**src/rtl/scl_wave_pkg.sv**
```systemverilog
package scl_wave_pkg;
  typedef enum logic [1:0] {
    PH_IDLE = 2'd0,
    PH_LOW  = 2'd1,
    PH_HIGH = 2'd2
  } scl_phase_e;

  // Width needed to hold the longest phase, in system clocks.
  function automatic int len_width(input int div_w, input int max_exp, input int offset);
    longint max_len;
    max_len = ((longint'(1) << div_w) - 1) * (longint'(1) << max_exp) + offset;
    return $clog2(max_len + 1);
  endfunction
endpackage

```
**src/rtl/scl_cfg_decode.sv**
```systemverilog
module scl_cfg_decode #(
  parameter int DIV_W   = 8,
  parameter int EXP_W   = 3,
  parameter int OFFSET  = 4,
  parameter int MAX_EXP = 5,
  parameter int LEN_W   = 13,
  localparam int CFG_W  = 2 * DIV_W + EXP_W
) (
  input  logic [CFG_W-1:0]            cfg,
  output logic [1:0][LEN_W-1:0]       phase_len   // [0] low, [1] high
);
  logic [EXP_W-1:0] exp_raw;
  logic             sat;
  logic [EXP_W-1:0] exp_eff;

  assign exp_raw = cfg[2*DIV_W +: EXP_W];
  assign sat     = (exp_raw > EXP_W'(MAX_EXP));
  assign exp_eff = sat ? EXP_W'(MAX_EXP) : exp_raw;

  for (genvar g = 0; g < 2; g++) begin : g_phase
    logic [DIV_W-1:0] div_eff;
    assign div_eff      = sat ? {DIV_W{1'b1}} : cfg[g*DIV_W +: DIV_W];
    assign phase_len[g] = (LEN_W'(div_eff) << exp_eff) + LEN_W'(OFFSET);
  end
endmodule

```
**src/rtl/scl_phase_seq.sv**
```systemverilog
module scl_phase_seq
  import scl_wave_pkg::*;
#(
  parameter int LEN_W = 13
) (
  input  logic                  clk,
  input  logic                  rst_n,
  input  logic                  run_en,
  input  logic                  scl_sense,
  input  logic [1:0][LEN_W-1:0] next_len,
  output scl_phase_e            phase,
  output logic [LEN_W-1:0]      cnt,
  output logic [LEN_W-1:0]      lo_len,
  output logic [LEN_W-1:0]      hi_len
);
  scl_phase_e       phase_q;
  logic [LEN_W-1:0] cnt_q, lo_len_q, hi_len_q;

  always_ff @(posedge clk) begin
    if (!rst_n) begin
      phase_q  <= PH_IDLE;
      cnt_q    <= '0;
      lo_len_q <= '0;
      hi_len_q <= '0;
    end else if (!run_en) begin
      phase_q <= PH_IDLE;
      cnt_q   <= '0;
    end else begin
      unique case (phase_q)
        PH_IDLE: begin
          phase_q  <= PH_LOW;
          cnt_q    <= '0;
          lo_len_q <= next_len[0];
          hi_len_q <= next_len[1];
        end
        PH_LOW: begin
          if (cnt_q == lo_len_q - LEN_W'(1)) begin
            phase_q <= PH_HIGH;
            cnt_q   <= '0;
          end else begin
            cnt_q <= cnt_q + LEN_W'(1);
          end
        end
        PH_HIGH: begin
          if (scl_sense) begin
            if (cnt_q == hi_len_q - LEN_W'(1)) begin
              phase_q  <= PH_LOW;
              cnt_q    <= '0;
              lo_len_q <= next_len[0];
              hi_len_q <= next_len[1];
            end else begin
              cnt_q <= cnt_q + LEN_W'(1);
            end
          end
        end
        default: begin
          phase_q <= PH_IDLE;
          cnt_q   <= '0;
        end
      endcase
    end
  end

  assign phase  = phase_q;
  assign cnt    = cnt_q;
  assign lo_len = lo_len_q;
  assign hi_len = hi_len_q;
endmodule

```
**src/rtl/scl_strobe_gen.sv**
```systemverilog
module scl_strobe_gen
  import scl_wave_pkg::*;
#(
  parameter int LEN_W = 13
) (
  input  scl_phase_e       phase,
  input  logic [LEN_W-1:0] cnt,
  input  logic [LEN_W-1:0] lo_len,
  input  logic [LEN_W-1:0] hi_len,
  input  logic             scl_sense,
  output logic             chg_stb,
  output logic             smp_stb
);
  assign chg_stb = (phase == PH_LOW)  && (cnt == (lo_len >> 1));
  assign smp_stb = (phase == PH_HIGH) && scl_sense && (cnt == (hi_len >> 1));
endmodule

```
**src/rtl/scl_wavegen.sv**
```systemverilog
module scl_wavegen
  import scl_wave_pkg::*;
#(
  parameter int DIV_W   = 8,
  parameter int EXP_W   = 3,
  parameter int OFFSET  = 4,
  parameter int MAX_EXP = 5,
  localparam int CFG_W  = 2 * DIV_W + EXP_W,
  localparam int LEN_W  = len_width(DIV_W, MAX_EXP, OFFSET)
) (
  input  logic             clk,
  input  logic             rst_n,
  input  logic             run_en,
  input  logic [CFG_W-1:0] cfg_word,
  input  logic             scl_sense,
  output logic             scl_pull_low,
  output logic             in_high_phase,
  output logic             sda_change_stb,
  output logic             sda_sample_stb
);
  logic [1:0][LEN_W-1:0] next_len;
  scl_phase_e            phase;
  logic [LEN_W-1:0]      cnt, lo_len, hi_len;

  scl_cfg_decode #(
    .DIV_W(DIV_W), .EXP_W(EXP_W), .OFFSET(OFFSET), .MAX_EXP(MAX_EXP), .LEN_W(LEN_W)
  ) u_decode (
    .cfg       (cfg_word),
    .phase_len (next_len)
  );

  scl_phase_seq #(.LEN_W(LEN_W)) u_seq (
    .clk       (clk),
    .rst_n     (rst_n),
    .run_en    (run_en),
    .scl_sense (scl_sense),
    .next_len  (next_len),
    .phase     (phase),
    .cnt       (cnt),
    .lo_len    (lo_len),
    .hi_len    (hi_len)
  );

  scl_strobe_gen #(.LEN_W(LEN_W)) u_stb (
    .phase     (phase),
    .cnt       (cnt),
    .lo_len    (lo_len),
    .hi_len    (hi_len),
    .scl_sense (scl_sense),
    .chg_stb   (sda_change_stb),
    .smp_stb   (sda_sample_stb)
  );

  assign scl_pull_low  = (phase == PH_LOW);
  assign in_high_phase = (phase == PH_HIGH);
endmodule

```
**config.mk**
```make
export PLATFORM = sky130hd
export DESIGN_NAME = scl_wavegen
export DESIGN_NICKNAME = d
export VERILOG_FILES = /design/src/rtl/scl_wave_pkg.sv /design/src/rtl/scl_cfg_decode.sv /design/src/rtl/scl_phase_seq.sv /design/src/rtl/scl_strobe_gen.sv /design/src/rtl/scl_wavegen.sv
export SDC_FILE = /design/constraint.sdc
export NUM_CORES = 1
export LEC_CHECK = 0
export BUFFER_PORTS_ARGS = -buffer_cell sky130_fd_sc_hd__buf_4
export CORE_UTILIZATION = 50
export CTS_CLUSTER_DIAMETER = 100
export CTS_CLUSTER_SIZE = 24
export DETAILED_ROUTE_END_ITERATION = 12
export PLACE_DENSITY = 0.66
export SLEW_MARGIN = 5
export SYNTH_ARGS = -nofsm -noshare
export SYNTH_HDL_FRONTEND = slang
export SYNTH_HIERARCHICAL = 1
export SYNTH_SLANG_ARGS = --single-unit
export TNS_END_PERCENT = 5
```
**constraint.sdc**
```tcl
create_clock -name clk -period 4.05 [get_ports clk]
set_input_delay 0.6075 -clock clk [delete_from_list [all_inputs] [get_ports clk]]
set_output_delay 0.6075 -clock clk [all_outputs]
set_load 0.01 [all_outputs]
```
# ---- Yosys cells after proc, flatten, opt, wreduce, memory -nomap -nowiden
# Index checks and enable logic that the tools add are counted.
# Widths: inputs -> output; s select.
dict set report word_totals {
  ff_bits 41
  in_bits 23
  out_inout_bits 4
  word_cells 46
}
dict set report op_classes {
  add_sub_neg 5
  order_cmp 1
  n_eq_ne 9
  shifts 2
  muxes 17
  n_reduce_logical 8
}
# op n
set op_table {}
lappend op_table {{$mux 13} 7}
lappend op_table {{$pmux 13 s2} 3}
lappend op_table {{$add 13x3->13 const B} 2}
lappend op_table {{$eq 13x12->1} 2}
lappend op_table {{$eq 13x13->1} 2}
lappend op_table {{$shl 8x3->13} 2}
lappend op_table {{$sub 13x1->13 const B} 2}
lappend op_table {{$mux 8} 2}
lappend op_table {{$add 13x1->13 const B} 1}
lappend op_table {{$mux 2} 3}
lappend op_table {{$pmux 2 s3} 1}
lappend op_table {{$ne 2x1->1 const B} 2}
lappend op_table {{$reduce_and 4->1} 1}
lappend op_table {{$gt 3x3->1 const B} 1}
lappend op_table {{$logic_and 1x1->1} 3}
lappend op_table {{$mux 3} 1}
lappend op_table {{$reduce_and 3->1} 1}
lappend op_table {{$eq 2x1->1 const B} 1}
lappend op_table {{$eq 2x2->1 const B} 1}
lappend op_table {{$logic_not 2->1} 1}
lappend op_table {{$ne 2x2->1 const B} 1}
lappend op_table {{$reduce_and 2->1} 1}
lappend op_table {{$reduce_bool 2->1} 1}

# ---- Depth between registers and ports, before layout
dict set report depth {
  word_depth 7
  ltp_mapped 15
  ltp_nobuf 13
}

# ---- By module
# Netlist, hierarchy kept.
# mod instances cells_each area_per_inst_um2
set by_module_without_submodules {}
lappend by_module_without_submodules {scl_phase_seq 1 308 2726.4}
lappend by_module_without_submodules {scl_cfg_decode 1 170 1208.7}
lappend by_module_without_submodules {scl_strobe_gen 1 36 289.0}
lappend by_module_without_submodules {scl_wavegen 1 2 15.0}

# ---- Least setup slack after synthesis
# OpenSTA, ideal clock, no wires.
dict set report synth_timing {
  path_type {flip-flop to flip-flop}
  from {reg u_seq.hi_len_q[0], in the netlist u_seq/hi_len[0]}
  to {reg u_seq.cnt_q[9], in the netlist u_seq/cnt[9]}
  setup_ps 122
  arrival_time_ps 2967
  required_ps 3928
  path_slack_ps 961
  stages_incl_launch_ff 13
  path_buffers 2
  cell_sequence {dfxtp_1 > inv_1 > ha_1 > or3b_1 > buf_2 > or3_4 > or4_4 > nand4_2 > nand4_4 > a221oi_4 > buf_6 > nor3_1 > a221o_1}
}
dict set report synth_between {
  elab_chain_cells 5
}
# element line
set synth_lines {}
lappend synth_lines {{from (decl)} scl_phase_seq.sv:17} ;# logic [LEN_W-1:0] cnt_q, lo_len_q, hi_len_q;
lappend synth_lines {{from (signal assigned)} scl_phase_seq.sv:34} ;# hi_len_q <= next_len[1];
lappend synth_lines {{from (signal assigned)} scl_phase_seq.sv:50} ;# hi_len_q <= next_len[1];
lappend synth_lines {{$sub 13x1->13} scl_phase_seq.sv:46} ;# if (cnt_q == hi_len_q - LEN_W'(1)) begin
lappend synth_lines {{$eq 13x13->1} scl_phase_seq.sv:46}
lappend synth_lines {{$mux 13} scl_phase_seq.sv:46}
lappend synth_lines {{$mux 13} scl_phase_seq.sv:45} ;# if (scl_sense) begin
lappend synth_lines {{$pmux 13 s2} scl_phase_seq.sv:29} ;# unique case (phase_q)
lappend synth_lines {{to (signal assigned)} scl_phase_seq.sv:41} ;# cnt_q <= cnt_q + LEN_W'(1);
lappend synth_lines {{to (signal assigned)} scl_phase_seq.sv:52} ;# cnt_q <= cnt_q + LEN_W'(1);
lappend synth_lines {{to (decl)} scl_phase_seq.sv:17}
# No other way between the ends. The select of a mux whose other input is x is not followed.
# A chain may end at the register's enable or synchronous reset.

# ---- Worst setup path after layout
dict set report layout_timing {
  from {reg u_seq.lo_len_q[0], in the netlist u_seq/lo_len[0]}
  to {reg u_seq.cnt_q[8], in the netlist u_seq/cnt[8]}
}
dict set report layout_between {
  elab_chain_cells 4
}
# element line
set layout_lines {}
lappend layout_lines {{from (decl)} scl_phase_seq.sv:17}
lappend layout_lines {{from (signal assigned)} scl_phase_seq.sv:33} ;# lo_len_q <= next_len[0];
lappend layout_lines {{from (signal assigned)} scl_phase_seq.sv:49} ;# lo_len_q <= next_len[0];
lappend layout_lines {{$sub 13x1->13} scl_phase_seq.sv:37} ;# if (cnt_q == lo_len_q - LEN_W'(1)) begin
lappend layout_lines {{$eq 13x13->1} scl_phase_seq.sv:37}
lappend layout_lines {{$mux 13} scl_phase_seq.sv:37}
lappend layout_lines {{$pmux 13 s2} scl_phase_seq.sv:29}
# No other way between the ends.

==> impl_metrics.csv <==
group,metric,value,unit
placement,dp.final_hpwl,7.73,mm
worst_setup_path,crit_path_top_delay_cell,"a221oi_4",
timing,timing.fmax,282,MHz
timing,finalSetupTns,0,ns
power_and_ir_drop,ir_worst_vdd,126,uV
timing,rsz0062_at_grt,"false",
floorplan,start_util,0.516,
clock_network,worst_skew_pair.late_latency,0.30,ns
floorplan,core_area,8220,um2
floorplan,die_area,8850,um2
worst_setup_path,crit_required,4.24,ns
final_layout,final_cell_mix,"xnor2_1, dfxtp_1, nor2b_1",
clock_network,clock_sinks,41,
final_layout,fill_cells,789,
worst_setup_path,ff2ff_path_depth,10,
global_routing,antenna_found_initial,0,
floorplan,die_height,94.1,um
clock_network,numCtsBuffers,5,
placement,postPlaceCellArea,4420,um2
worst_setup_path,max_stage_delay,0.64,ns
global_routing,grt_pass1_wl,17.4,mm
timing,skew,0.00681,ns
clock_network,clk_pin_slew,0.08,ns
global_routing,grt_use_total,0.248,
worst_setup_path,crit_fanout,15,
run_status,status,"complete, no violations",
synth,synth-seq-cells,41,
synth,syn-instance-count,516,
timing,worst_pin_slew,0.714,ns
final_layout,syn2layout_area_growth,6.97,%
synth,netlist_area,4240,um2
clock_network,cts_tree,"yes",
synth,synthTopCellsByArea,"dfxtp_1, xnor2_1, mux2i_1, nor2b_1, mux2_2",
power_and_ir_drop,power.density,278,nW/um2
worst_setup_path,end_kind,"register",
worst_hold_path,hold_class,"register to register",
run,maxCapViolCount,0,
timing,max_slew_margin,0.519,
floorplan,ios,27,
global_routing,grt_max_degree,39,
synth,ys.flop_type,"dfxtp_1",
clock_network,cts_hold_buf,0,
synth,yosys.area.top_type_share,0.194,
clock_network,post_cts_buffers,0,
final_layout,drive_gt1_frac,0.143,
synth,yosysTopAreaCell,"dfxtp_1",
timing,final_max_slew_viol_count,0,
drt,vias,3853,
timing,setup_viol,0,
worst_setup_path,cpLargestDelayFamily,"compound AO/OA/AOI/OAI gates",
drt,avgRoutedWirePerCell,16.5,um
floorplan,die_w,94.1,um
final_layout,fin_nets,556,
clock_network,cts_buffer_depth,2,
clock_network,ctsHtreeMaxLevel,2,
synth,synth_edf_count,0,
synth,synthArstFlopShare,0,
final_layout,n_antenna_cell,0,
clock_network,root_buffer,"clkbuf_8",
synth,synth_cell_types,81,
power_and_ir_drop,p_leak,1.69,nW
synth,yosys_warnings,6,
synth,synth_area_per_cell,8.22,um2
timing,fin_crit,3.54,ns
synth,synth_seq_area_share,0.194,
drt,vias_per_cell,6.11,
worst_setup_path,worst-path-stages,10,
final_layout,layout_commonest_cell,"xnor2_1",
drt,drt-pass1-iter-count,5,
synth,synth_nets,547,
timing,finalHoldViolCount,0,
floorplan,rows,33,
final_layout,final_area,4530,um2
worst_setup_path,critPathKind,"register to register",
worst_setup_path,worstPathCellList,"inv_1 > ha_1 > nor3b_2 > a21oi_1 > or4_1 > a2111oi_0 > o211ai_1 > a221oi_4 > nor2_2 > a221o_1",
drt,wl,10.4,mm
drt,final_antenna_net_count,0,
worst_setup_path,start_kind,"register",
timing,post-route-period-util,0.875,
placement,gp_congestion,0.888,
drt,drc,0,
placement,numPortBuffers,26,
worst_setup_path,critPathBufInv,1,
global_routing,grt_pass1_vias,3565,
power_and_ir_drop,power,1.26,mW
drt,drt-initial-drc-count,197,
global_routing,overflow,0,
clock_network,cts_resized,0,
worst_setup_path,crit_arrival,3.73,ns
worst_hold_path,worstHoldPathCells,2,
==> state kept, by name (all words and copies together) (netlist names) <==
signal,flops
u_seq/cnt,13
u_seq/hi_len,13
u_seq/lo_len,13
u_seq/phase,2
==> layer usage <==
metal	vias to the layer above	wire, um	track usage
li1	1898	-	-
met1	1842	4850	0.332
met2	95	4970	0.413
met3	18	430	0.0316
met4	0	173	0.0756
met5	-	0	0
==> cell usage after synthesis, drive strengths merged, types with 6 or more instances <==
| master | instances |
|---|---|
| mux2 | 14 |
| o211ai | 6 |
| nor3 | 9 |
| inv | 17 |
| o31ai | 7 |
| nor4b | 6 |
| nor2 | 37 |
| clkbuf | 12 |
| mux2i | 36 |
| ha | 8 |
| nand2 | 27 |
| nand2b | 8 |
| and3 | 7 |
| nand3 | 19 |
| xor2 | 16 |
| a21oi | 20 |
| buf | 18 |
| nor2b | 38 |
| xnor2 | 51 |
| nor4 | 13 |
| o22ai | 7 |
| dfxtp | 41 |
| nand4 | 9 |
| o21ai | 13 |
==> cells by family after synthesis <==
kind of cell,Yosys count,share of synthesized area
compound gates,102,0.178
xor+xnor,67,0.138
fa+ha+maj,8,0.0236
buf+inv,47,0.0605
flops,41,0.194
mux,51,0.128
simple gates,200,0.279
==> metrics by stage <==
stage | utilization | worst slack (ns) | hold slack [ns] | instances
2_1_floorplan | - | 0.961 | 0.509 | 516
3_3_place_gp | 0.538 | 0.638 | 0.549 | 623
3_5_place_dp | 0.538 | 0.557 | 0.559 | 623
4_1_cts | 0.552 | 0.520 | 0.571 | 631
5_1_grt | 0.552 | 0.206 | 0.615 | 631
6_report | 0.552 | 0.506 | 0.571 | 631
==> area by class of cell <==
cell class | instances | area [um2] | share of cell area
multi-input combinational | 428 | 3160 | 0.697
sequential | 41 | 821 | 0.181
timing repair buffer | 32 | 240 | 0.0530
tap | 105 | 131 | 0.0290
clock buffer | 7 | 86.3 | 0.0190
inverter | 17 | 63.8 | 0.0141
clock inverter | 1 | 30.0 | 0.00662
==> worst min-delay path: stages, from the launching register on <==
cell	delay (ns)
dfxtp_1	0.37
nand3_1	0.09
mux2i_1	0.06
==> final timing paths <==
| kind | end | from | slack [ns] |
|---|---|---|---|
| setup / recovery | u_seq/cnt[8] | u_seq/lo_len[0] | 0.51 |
| hold / removal | u_seq/phase[1] | u_seq/phase[1] | 0.57 |
| setup reg to reg | u_seq/cnt[8] | u_seq/lo_len[0] | 0.51 |
| hold reg to reg | u_seq/phase[1] | u_seq/phase[1] | 0.57 |
==> where the power goes <==
part	switching, mW	total (mW)	internal, mW
Combinational	0.234	0.440	0.206
Clock	0.144	0.345	0.201
Sequential	0.0473	0.473	0.426
(Power assumes the default switching activity.)
